--- src/rtl/tpg_pkg.sv ---
package tpg_pkg;
  typedef enum logic [1:0] {
    FLD_CTRL = 2'd0,
    FLD_HALF = 2'd1,
    FLD_TLO  = 2'd2,
    FLD_THI  = 2'd3
  } fld_e;

  typedef enum logic [1:0] {
    CH_IDLE = 2'd0,
    CH_WAIT = 2'd1,
    CH_RUN  = 2'd2
  } chst_e;

  localparam logic [1:0] MODE_PERIODIC = 2'b11;
  localparam int CTRL_EN_BIT   = 0;
  localparam int CTRL_MODE_LSB = 1;
  localparam int CTRL_ERR_BIT  = 3;
endpackage

--- src/rtl/tpg_regs.sv ---
module tpg_regs
  import tpg_pkg::*;
#(
  parameter int NCH      = 4,
  parameter int DW       = 32,
  parameter int MIN_HALF = 3,
  localparam int CHW     = (NCH > 1) ? $clog2(NCH) : 1,
  localparam int AW      = CHW + 2,
  localparam int TW      = 2 * DW
) (
  input  logic                    clk,
  input  logic                    rst_n,
  input  logic                    wr_en,
  input  logic [AW-1:0]           addr,
  input  logic [DW-1:0]           wr_data,
  output logic [DW-1:0]           rd_data,
  output logic [NCH-1:0][DW-1:0]  half_o,
  output logic [NCH-1:0][TW-1:0]  tgt_o,
  output logic [NCH-1:0]          en_o,
  output logic [NCH-1:0]          err_o,
  output logic [NCH-1:0]          arm_o,
  output logic [NCH-1:0]          kill_o
);

  logic [NCH-1:0][1:0] mode_v;
  fld_e                fld;

  assign fld = fld_e'(addr[1:0]);

  for (genvar g = 0; g < NCH; g++) begin : g_ch
    logic          ch_hit;
    logic          req_run;
    logic          legal;
    logic          en_q, en_d;
    logic [1:0]    mode_q, mode_d;
    logic          err_q, err_d;
    logic [DW-1:0] half_q, half_d;
    logic [DW-1:0] lo_q, lo_d;
    logic [DW-1:0] hi_q, hi_d;
    logic          arm_c, kill_c;

    assign ch_hit  = wr_en && (addr[AW-1:2] == CHW'(g));
    assign req_run = wr_data[CTRL_EN_BIT] &&
                     (wr_data[CTRL_MODE_LSB +: 2] == MODE_PERIODIC);
    assign legal   = half_q > DW'(MIN_HALF);

    always_comb begin
      en_d   = en_q;
      mode_d = mode_q;
      err_d  = err_q;
      half_d = half_q;
      lo_d   = lo_q;
      hi_d   = hi_q;
      arm_c  = 1'b0;
      kill_c = 1'b0;
      if (ch_hit) begin
        unique case (fld)
          FLD_CTRL: begin
            en_d   = wr_data[CTRL_EN_BIT];
            mode_d = wr_data[CTRL_MODE_LSB +: 2];
            if (req_run && legal) begin
              arm_c = 1'b1;
              err_d = 1'b0;
            end else begin
              kill_c = 1'b1;
              err_d  = req_run;
              if (!wr_data[CTRL_EN_BIT]) begin
                half_d = '0;
                lo_d   = '0;
                hi_d   = '0;
              end
            end
          end
          FLD_HALF: half_d = wr_data;
          FLD_TLO:  lo_d   = wr_data;
          FLD_THI:  hi_d   = wr_data;
          default:  ;
        endcase
      end
    end

    always_ff @(posedge clk or negedge rst_n) begin
      if (!rst_n) begin
        en_q   <= 1'b0;
        mode_q <= '0;
        err_q  <= 1'b0;
        half_q <= '0;
        lo_q   <= '0;
        hi_q   <= '0;
      end else if (ch_hit) begin
        en_q   <= en_d;
        mode_q <= mode_d;
        err_q  <= err_d;
        half_q <= half_d;
        lo_q   <= lo_d;
        hi_q   <= hi_d;
      end
    end

    assign half_o[g] = half_q;
    assign tgt_o[g]  = {hi_q, lo_q};
    assign en_o[g]   = en_q;
    assign err_o[g]  = err_q;
    assign mode_v[g] = mode_q;
    assign arm_o[g]  = arm_c;
    assign kill_o[g] = kill_c;
  end

  always_comb begin
    rd_data = '0;
    for (int c = 0; c < NCH; c++) begin
      if (addr[AW-1:2] == CHW'(c)) begin
        unique case (fld)
          FLD_CTRL: begin
            rd_data[CTRL_EN_BIT]          = en_o[c];
            rd_data[CTRL_MODE_LSB +: 2]   = mode_v[c];
            rd_data[CTRL_ERR_BIT]         = err_o[c];
          end
          FLD_HALF: rd_data = half_o[c];
          FLD_TLO:  rd_data = tgt_o[c][DW-1:0];
          FLD_THI:  rd_data = tgt_o[c][TW-1:DW];
          default:  ;
        endcase
      end
    end
  end

endmodule

--- src/rtl/tpg_chan.sv ---
module tpg_chan
  import tpg_pkg::*;
#(
  parameter int DW  = 32,
  localparam int TW = 2 * DW
) (
  input  logic          clk,
  input  logic          rst_n,
  input  logic          arm,
  input  logic          kill,
  input  logic [DW-1:0] half,
  input  logic [TW-1:0] target,
  input  logic [TW-1:0] time_ns,
  output logic          wave,
  output logic          waiting,
  output logic          running,
  output logic [TW-1:0] next_edge
);

  chst_e         st_q, st_d;
  logic [TW-1:0] nx_q, nx_d;
  logic          w_q, w_d;
  logic          hit;
  logic          upd;

  assign hit = time_ns >= nx_q;

  always_comb begin
    st_d = st_q;
    nx_d = nx_q;
    w_d  = w_q;
    unique case (st_q)
      CH_WAIT: begin
        if (hit) begin
          st_d = CH_RUN;
          w_d  = 1'b1;
          nx_d = nx_q + TW'(half);
        end
      end
      CH_RUN: begin
        if (hit) begin
          w_d  = ~w_q;
          nx_d = nx_q + TW'(half);
        end
      end
      default: ;
    endcase
    if (kill) begin
      st_d = CH_IDLE;
      w_d  = 1'b0;
      nx_d = '0;
    end else if (arm) begin
      st_d = CH_WAIT;
      w_d  = 1'b0;
      nx_d = target;
    end
  end

  assign upd = kill || arm || (st_q != CH_IDLE);

  always_ff @(posedge clk or negedge rst_n) begin
    if (!rst_n) begin
      st_q <= CH_IDLE;
      nx_q <= '0;
      w_q  <= 1'b0;
    end else if (upd) begin
      st_q <= st_d;
      nx_q <= nx_d;
      w_q  <= w_d;
    end
  end

  assign wave      = w_q;
  assign waiting   = (st_q == CH_WAIT);
  assign running   = (st_q == CH_RUN);
  assign next_edge = nx_q;

endmodule

--- src/rtl/tpg_wave_gen.sv ---
module tpg_wave_gen
  import tpg_pkg::*;
#(
  parameter int NCH      = 4,
  parameter int DW       = 32,
  parameter int MIN_HALF = 3,
  localparam int CHW     = (NCH > 1) ? $clog2(NCH) : 1,
  localparam int AW      = CHW + 2,
  localparam int TW      = 2 * DW
) (
  input  logic           clk,
  input  logic           rst_n,
  input  logic           reg_wr,
  input  logic [AW-1:0]  reg_addr,
  input  logic [DW-1:0]  reg_wdata,
  output logic [DW-1:0]  reg_rdata,
  input  logic [TW-1:0]  time_ns,
  output logic [NCH-1:0] wave_out
);

  logic                   rs_meta, rs_sync;
  logic [NCH-1:0][DW-1:0] half_vec;
  logic [NCH-1:0][TW-1:0] tgt_vec;
  logic [NCH-1:0][TW-1:0] nx_vec;
  logic [NCH-1:0]         en_vec, err_vec, arm_vec, kill_vec;
  logic [NCH-1:0]         wait_vec, run_vec;

  // reset: asserted at once, released through two flops
  always_ff @(posedge clk or negedge rst_n) begin
    if (!rst_n) begin
      rs_meta <= 1'b0;
      rs_sync <= 1'b0;
    end else begin
      rs_meta <= 1'b1;
      rs_sync <= rs_meta;
    end
  end

  tpg_regs #(
    .NCH(NCH), .DW(DW), .MIN_HALF(MIN_HALF)
  ) regs_i (
    .clk(clk), .rst_n(rs_sync),
    .wr_en(reg_wr), .addr(reg_addr), .wr_data(reg_wdata), .rd_data(reg_rdata),
    .half_o(half_vec), .tgt_o(tgt_vec), .en_o(en_vec), .err_o(err_vec),
    .arm_o(arm_vec), .kill_o(kill_vec)
  );

  for (genvar g = 0; g < NCH; g++) begin : g_chan
    tpg_chan #(.DW(DW)) chan_i (
      .clk(clk), .rst_n(rs_sync),
      .arm(arm_vec[g]), .kill(kill_vec[g]),
      .half(half_vec[g]), .target(tgt_vec[g]), .time_ns(time_ns),
      .wave(wave_out[g]), .waiting(wait_vec[g]), .running(run_vec[g]),
      .next_edge(nx_vec[g])
    );
  end

endmodule

--- config.mk ---
export PLATFORM = sky130hd
export DESIGN_NAME = tpg_wave_gen
export DESIGN_NICKNAME = d
export VERILOG_FILES = /design/src/rtl/tpg_pkg.sv /design/src/rtl/tpg_regs.sv /design/src/rtl/tpg_chan.sv /design/src/rtl/tpg_wave_gen.sv
export SDC_FILE = /design/constraint.sdc
export NUM_CORES = 2
export LEC_CHECK = 0
export BUFFER_PORTS_ARGS = -buffer_cell sky130_fd_sc_hd__clkbuf_2
export CORE_MARGIN = 3
export CORE_UTILIZATION = 36
export CTS_CLUSTER_SIZE = 40
export DETAILED_ROUTE_END_ITERATION = 6
export PLACE_DENSITY = 0.5
export SYNTH_ARGS = -nofsm -noshare
export SYNTH_HDL_FRONTEND = slang
export SYNTH_SLANG_ARGS = --single-unit
--- constraint.sdc ---
create_clock -name clk -period 20.1 [get_ports clk]
set_input_delay 4.02 -clock clk [delete_from_list [all_inputs] [get_ports clk]]
set_output_delay 4.02 -clock clk [all_outputs]
set_load 0.02 [all_outputs]
==> After elaboration in Yosys (flattened, before gate mapping) <==
Index checks and enable logic that the tools add are counted.
{ "op_classes": {"n_addsub": 4, "n_lt_le_gt_ge": 8, "eq_ne": 28, "mux": 109, "n_bitwise": 4, "reduce_logical": 74} }
{ "op_table": {"columns": ["cell", "count"], "rows": [
  ["64-bit two-way mux", 16],
  ["32-bit case mux with 2 select lines", 12],
  ["28-bit case mux with 3 select lines", 4],
  ["32-bit two-way mux", 9],
  ["64-bit by 32-bit adder with 64-bit output", 4],
  ["64-bit greater-or-equal comparator", 4],
  ["32-bit by 2-bit > comparator with 1-bit output (second input constant)", 4],
  ["4-bit case mux with 4 select lines", 4],
  ["4-bit AND reduction", 16],
  ["1-bit two-way mux", 44],
  ["3-bit nonzero test", 12],
  ["2-bit two-way mux", 16],
  ["4-bit by 2-bit != test with 1-bit output (second input constant)", 8],
  ["3-bit AND reduction", 8],
  ["2-bit equality test (second input constant)", 9],
  ["4-bit nonzero test", 4],
  ["2-bit nonzero test", 7],
  ["2-bit by 1-bit equality test with 1-bit output (second input constant)", 6],
  ["2-bit != test (second input constant)", 5],
  ["1-bit logical AND", 9],
  ["1-bit logical OR", 8],
  ["1-bit case mux with 2 select lines", 4],
  ["2-bit AND reduction", 4],
  ["2-bit OR reduction", 4],
  ["2 further kinds", 6]
]} }
{ "word_totals": {"regBits": 670, "inputBits": 103, "output_inout_bits": 36, "word_cells": 265} }

==> Longest topological paths before layout <==
{ "depth": {"ltp_word": 9, "depth_mapped": 14} }

==> Modules after synthesis <==
From an unflattened synthesis, not the netlist that was laid out.
{ "unflattened": {"cells_unflattened": 5558, "hier_area_um2": 46812.4} }
{ "by_module_without_submodules": {"columns": ["module", "instances", "cells_per_inst", "area_each_um2"], "rows": [
  ["tpg_regs", 1, 1883, 18401.4],
  ["tpg_chan (g_chan[0].chan_i ...)", 2, 936, 7139.3],
  ["tpg_chan (g_chan[3].chan_i)", 1, 914, 7058.0],
  ["tpg_chan (g_chan[1].chan_i)", 1, 886, 7020.5],
  ["tpg_wave_gen", 1, 3, 53.8]
]} }

==> Worst setup path before layout <==
Ideal clock, no wire load.
{ "synth_path": {"path_type": "input-to-output", "start": "input port reg_addr[0]", "end": "output port reg_rdata[22]", "arrival_time_ns": 6.320, "required_ns": 16.080, "setup_slack_ns": 9.760, "stages": 8, "path_buffers": 4, "path_cell_list": "buf_2 > buf_2 > buf_1 > buf_1 > mux2i_1 > nor2_1 > a21oi_1 > a221oi_1"} }
{ "synth_via": {"elab_chain_cells": 9, "word_cells_on_any_way": 11, "classes_between": "3 x eq/ne; 8 x mux"} }
{ "synth_rtl": {"columns": ["element", "line", "rtl"], "rows": [
  ["start: declaration", "tpg_wave_gen.sv:14", "input logic [AW-1:0] reg_addr,"],
  ["2-bit equality test / 2-bit by 1-bit equality test with 1-bit output (equally long branches)", "tpg_regs.sv:113", "unique case (fld)"],
  ["28-bit case mux with 3 select lines", "tpg_regs.sv:113", null],
  ["32-bit two-way mux", "tpg_regs.sv:112", "if (addr[AW-1:2] == CHW'(c)) begin"],
  ["28-bit case mux with 3 select lines", "tpg_regs.sv:113", null],
  ["32-bit two-way mux", "tpg_regs.sv:112", null],
  ["28-bit case mux with 3 select lines", "tpg_regs.sv:113", null],
  ["32-bit two-way mux", "tpg_regs.sv:112", null],
  ["28-bit case mux with 3 select lines", "tpg_regs.sv:113", null],
  ["32-bit two-way mux *", "tpg_regs.sv:112", null],
  ["end: declaration", "tpg_wave_gen.sv:16", "output logic [DW-1:0] reg_rdata,"]
]} }
Mark *: on every way between the ends. The rest lies on a longest branch, timed or not.

==> Final worst setup path <==
{ "layout_path": {"start": "input port reg_addr[0]", "end": "output port reg_rdata[20]"} }
The elaborated chain is that of the path after synthesis.

==> impl_results.md <==
* Hold Path Class: reg2reg
* Final number of setup-violating endpoints at 0
* Core Rows at approximately 130
* H-Tree Depth at 3
* X dimension of the die at 365.1 um
* CTS tree: done
* Post-synthesis net count at about 6000
* Summed negative setup slack over all endpoints at 0 ps
* Number of port buffers at 138
* Critical path launch point: reg_addr[0]
* Final estimated routing congestion in global placement at 1.020
* Post-CTS repair timing setup buffer count at 0
* Fraction of layout instances using a drive strength above 1 at roughly 8.7%
* Number of instances in the synthesized netlist at approximately 5500
* CP required at 16080 ps
* Routed vias/inst at 6.480
* Worst-Skew Late Latency at slightly above 700 ps
* Leakage power at between 20 and 25 nW
* Global-route wire length before repair at 345000 um
* Top-level I/O count at 139
* Detailed Route Iter0 Violations at 6323
* Sequential area share after synthesis at 36.12%
* Number of global-route vias before repair at 43020
* Max-cap violations at 0
* Transition time of the tightest slew-check pin at 1424 ps
* Max rail drop VDD at 0.07509 mV
* Endpoint class of the critical path: output pin
* Clock sink total at 670
* P per Cell Area at 120.9 mW/mm2
* Remaining number of nets flagged by the antenna check after routing at 0
* Dominant cells by area after synthesis: sky130_fd_sc_hd__dfrtp_1, sky130_fd_sc_hd__ha_1, sky130_fd_sc_hd__a21oi_1, sky130_fd_sc_hd__o21ai_0, sky130_fd_sc_hd__nand2_1
* Post-layout power at 6.238 mW
* Worst clock skew at 25.32 ps
* Total clock buffers created by CTS at 85
* Flip-flop and latch count after synthesis at 670
* GR Util All Layers at 36.87%
* Total grt overflow at 0
* Hold Path Cell Cnt at 0
* Post-synth EDFFs at 0
* Worst reg2reg startpoint: g_chan[3].chan_i.next_edge[49]$_DFFE_PN0P_
* Final slew viol count at 0
* HPWL after detailed placement at 190500 um
* Mapped Avg Cell Area at around 8.4 um2
* Die area at 0.1333 mm2
* Wire length after detailed routing at 250100 um
* Largest net degree at the start of global routing at 144
* Portion of synthesized cell area occupied by the leading cell type at between 30% and 40%
* Antenna violations before repair at 33
* Clock transition time at the flip-flop clock pins of the worst setup and hold paths at 50 ps
* Synth async-reset ratio at 100.0%
* Cell type with the highest aggregate area in the netlist: sky130_fd_sc_hd__dfrtp_1
* Worst slew slack as a fraction of its limit at just over 5%
* Initial core utilization at 36.30%
* Yosys synthesis warning count at 0
* Most used flip-flop cell after synthesis: sky130_fd_sc_hd__dfrtp_1
* Final Net Count at 5983
* Final Critical Period at 11930 ps
* Post-route clock period utilization at 59.36%
* Root buf cell: sky130_fd_sc_hd__clkbuf_16
* Quantity of hold-fixing buffers added after cts at 0
* Number of vias after detailed routing at 46820
* Distinct cell type count after synthesis at 84
* RSZ-0062 raised after global routing: no
* Remaining DRCs at 0
* Signed area change from the synthesized netlist to the final layout at 11.16%
* HP Start: rs_meta$_DFF_PN0_
* Result of the run: completed
* Worst endpoint data arrival time at approximately 7900 ps
* Kind of critical path: in2out
* Area of the core region at approximately 0.13 mm2
* Die Span Y at between 300 and 400 um
* Buffer levels on the longest clock path at 3
* Count of cells along the worst register-to-register path at 12
* Wire length per cell at 34.60 um
* Post-CTS resize count at 0
* Max Fclk at ~0.084 GHz
* Hold Violations, Final at 0
* Crit start category: input port
* Crit Path Max Fanout at 67
* Cell area after technology mapping at roughly 0.046 mm2
* TritonRoute pass-1 iters at 6
cell usage in the layout, fill, tap and decap left out, types with 69 or more instances in the layout:
cell	synthesis	routed
sky130_fd_sc_hd__a21o_1	188	187
sky130_fd_sc_hd__a21oi_1	591	590
sky130_fd_sc_hd__a221oi_1	139	139
sky130_fd_sc_hd__buf_4	4	75
sky130_fd_sc_hd__clkbuf_16	0	89
sky130_fd_sc_hd__clkbuf_2	0	135
sky130_fd_sc_hd__dfrtp_1	670	669
sky130_fd_sc_hd__ha_1	396	396
sky130_fd_sc_hd__inv_1	310	309
sky130_fd_sc_hd__nand2_1	669	663
sky130_fd_sc_hd__nand3_1	125	119
sky130_fd_sc_hd__nand4_1	108	108
sky130_fd_sc_hd__nor2_1	356	352
sky130_fd_sc_hd__nor3_1	74	69
sky130_fd_sc_hd__o21ai_0	529	528
sequential cells by signal, indices dropped and copies added (netlist names), 4 cells and up:
register	cells
g_chan.chan_i.next_edge	256
g_chan.chan_i.st_q	8
g_chan.chan_i.wave	4
regs_i.g_ch.en_q	4
regs_i.g_ch.err_q	4
regs_i.g_ch.half_q	128
regs_i.g_ch.hi_q	128
regs_i.g_ch.lo_q	128
regs_i.g_ch.mode_q	8
area by class of cell:
class | instances | area (um2)
antenna | 18 | 45.04
clock buffer | 123 | 2555
clock inverter | 30 | 330.3
fill | 13070 | 76250
inverter | 311 | 1174
multi-input combinational | 4200 | 27370
sequential | 670 | 16770
tap | 1662 | 2079
timing repair buffer | 212 | 1272
cell usage after synthesis, types with 31 or more instances:
| cell type | instances |
|---|---|
| sky130_fd_sc_hd__or3_1 | 35 |
| sky130_fd_sc_hd__a22oi_1 | 32 |
| sky130_fd_sc_hd__mux2i_1 | 62 |
| sky130_fd_sc_hd__a21o_1 | 188 |
| sky130_fd_sc_hd__xnor2_1 | 63 |
| sky130_fd_sc_hd__dfrtp_1 | 670 |
| sky130_fd_sc_hd__nand2_1 | 669 |
| sky130_fd_sc_hd__o21ai_0 | 529 |
| sky130_fd_sc_hd__a22o_1 | 56 |
| sky130_fd_sc_hd__nand4_1 | 108 |
| sky130_fd_sc_hd__a21oi_1 | 591 |
| sky130_fd_sc_hd__buf_1 | 42 |
| sky130_fd_sc_hd__nand3_1 | 125 |
| sky130_fd_sc_hd__o211ai_1 | 45 |
| sky130_fd_sc_hd__mux2_2 | 32 |
| sky130_fd_sc_hd__o21a_1 | 32 |
| sky130_fd_sc_hd__nor3_1 | 74 |
| sky130_fd_sc_hd__nor4_1 | 59 |
| sky130_fd_sc_hd__a211oi_1 | 53 |
| sky130_fd_sc_hd__and3_1 | 31 |
| sky130_fd_sc_hd__clkbuf_1 | 268 |
| sky130_fd_sc_hd__inv_1 | 310 |
| sky130_fd_sc_hd__a31oi_1 | 44 |
| sky130_fd_sc_hd__xor2_1 | 42 |
| sky130_fd_sc_hd__nor2_1 | 356 |
| sky130_fd_sc_hd__ha_1 | 396 |
| sky130_fd_sc_hd__o22ai_1 | 39 |
| sky130_fd_sc_hd__a221oi_1 | 139 |
final timing paths:
kind	to	slack, ps
setup / recovery	reg_rdata[20]	8170
hold / removal	rs_sync$_DFF_PN0_	350
setup reg to reg	g_chan[3].chan_i.next_edge[46]$_DFFE_PN0P_	14740
hold reg to reg	rs_sync$_DFF_PN0_	350
max in group asynchronous	g_chan[0].chan_i.next_edge[41]$_DFFE_PN0P_	16730
min in group asynchronous	g_chan[2].chan_i.next_edge[15]$_DFFE_PN0P_	380
critical path, cell delays in order:
cell                       delay, ps
sky130_fd_sc_hd__clkbuf_8        410
sky130_fd_sc_hd__clkinv_2        290
sky130_fd_sc_hd__nor2_4          490
sky130_fd_sc_hd__buf_4           700
sky130_fd_sc_hd__a221oi_1        210
sky130_fd_sc_hd__a21o_1          200
sky130_fd_sc_hd__a221oi_1       1100
sky130_fd_sc_hd__clkbuf_2        350
layer usage:
layer,track usage [%],vias to the layer above,part of all wire [%]
li1,-,20260,-
met1,49.95,23210,41
met2,52.75,2764,41
met3,9.224,579,11
met4,22.28,6,7.2
met5,0,-,0.014
power by group:
group,total [mW],switching (mW),internal [mW]
clock network,1.63,0.675,0.957
logic,2.50,1.57,0.927
registers,2.11,0.491,1.62
total,6.24,2.74,3.50
metrics by stage:
step | instances | hold WS [ps] | area [um2] | utilization (%) | setup slack [ps]
3_3_place_gp | 7055 | 334.9 | 48660 | 38.06 | 8514
6_report | 7226 | 346.7 | 51590 | 40.36 | 8169
2_1_floorplan | 5511 | 331.2 | 46410 | - | 42.06
5_1_grt | 7208 | 355.5 | 51550 | 40.32 | 8208
4_1_cts | 7208 | 349.3 | 51550 | 40.32 | 8434
3_5_place_dp | 7055 | 337.3 | 48660 | 38.06 | 8440
logic make-up (layout without fill, tap and decap cells):
family | after synthesis | after routing | synth area share, %
and+or+nand+nor | 1600 | 1600 | 15.78
muxes | 114 | 114 | 3.084
xor gates and xnor gates | 105 | 105 | 1.981
other | 1 | 19 | 0.008079
DFF | 670 | 670 | 36.12
buffers and inverters | 641 | 676 | 5.259
AOI/OAI and AO/OA | 1980 | 1980 | 26.92
adders and majority gates | 400 | 400 | 10.85
No activity file was read; power rests on OpenSTA's default activity.
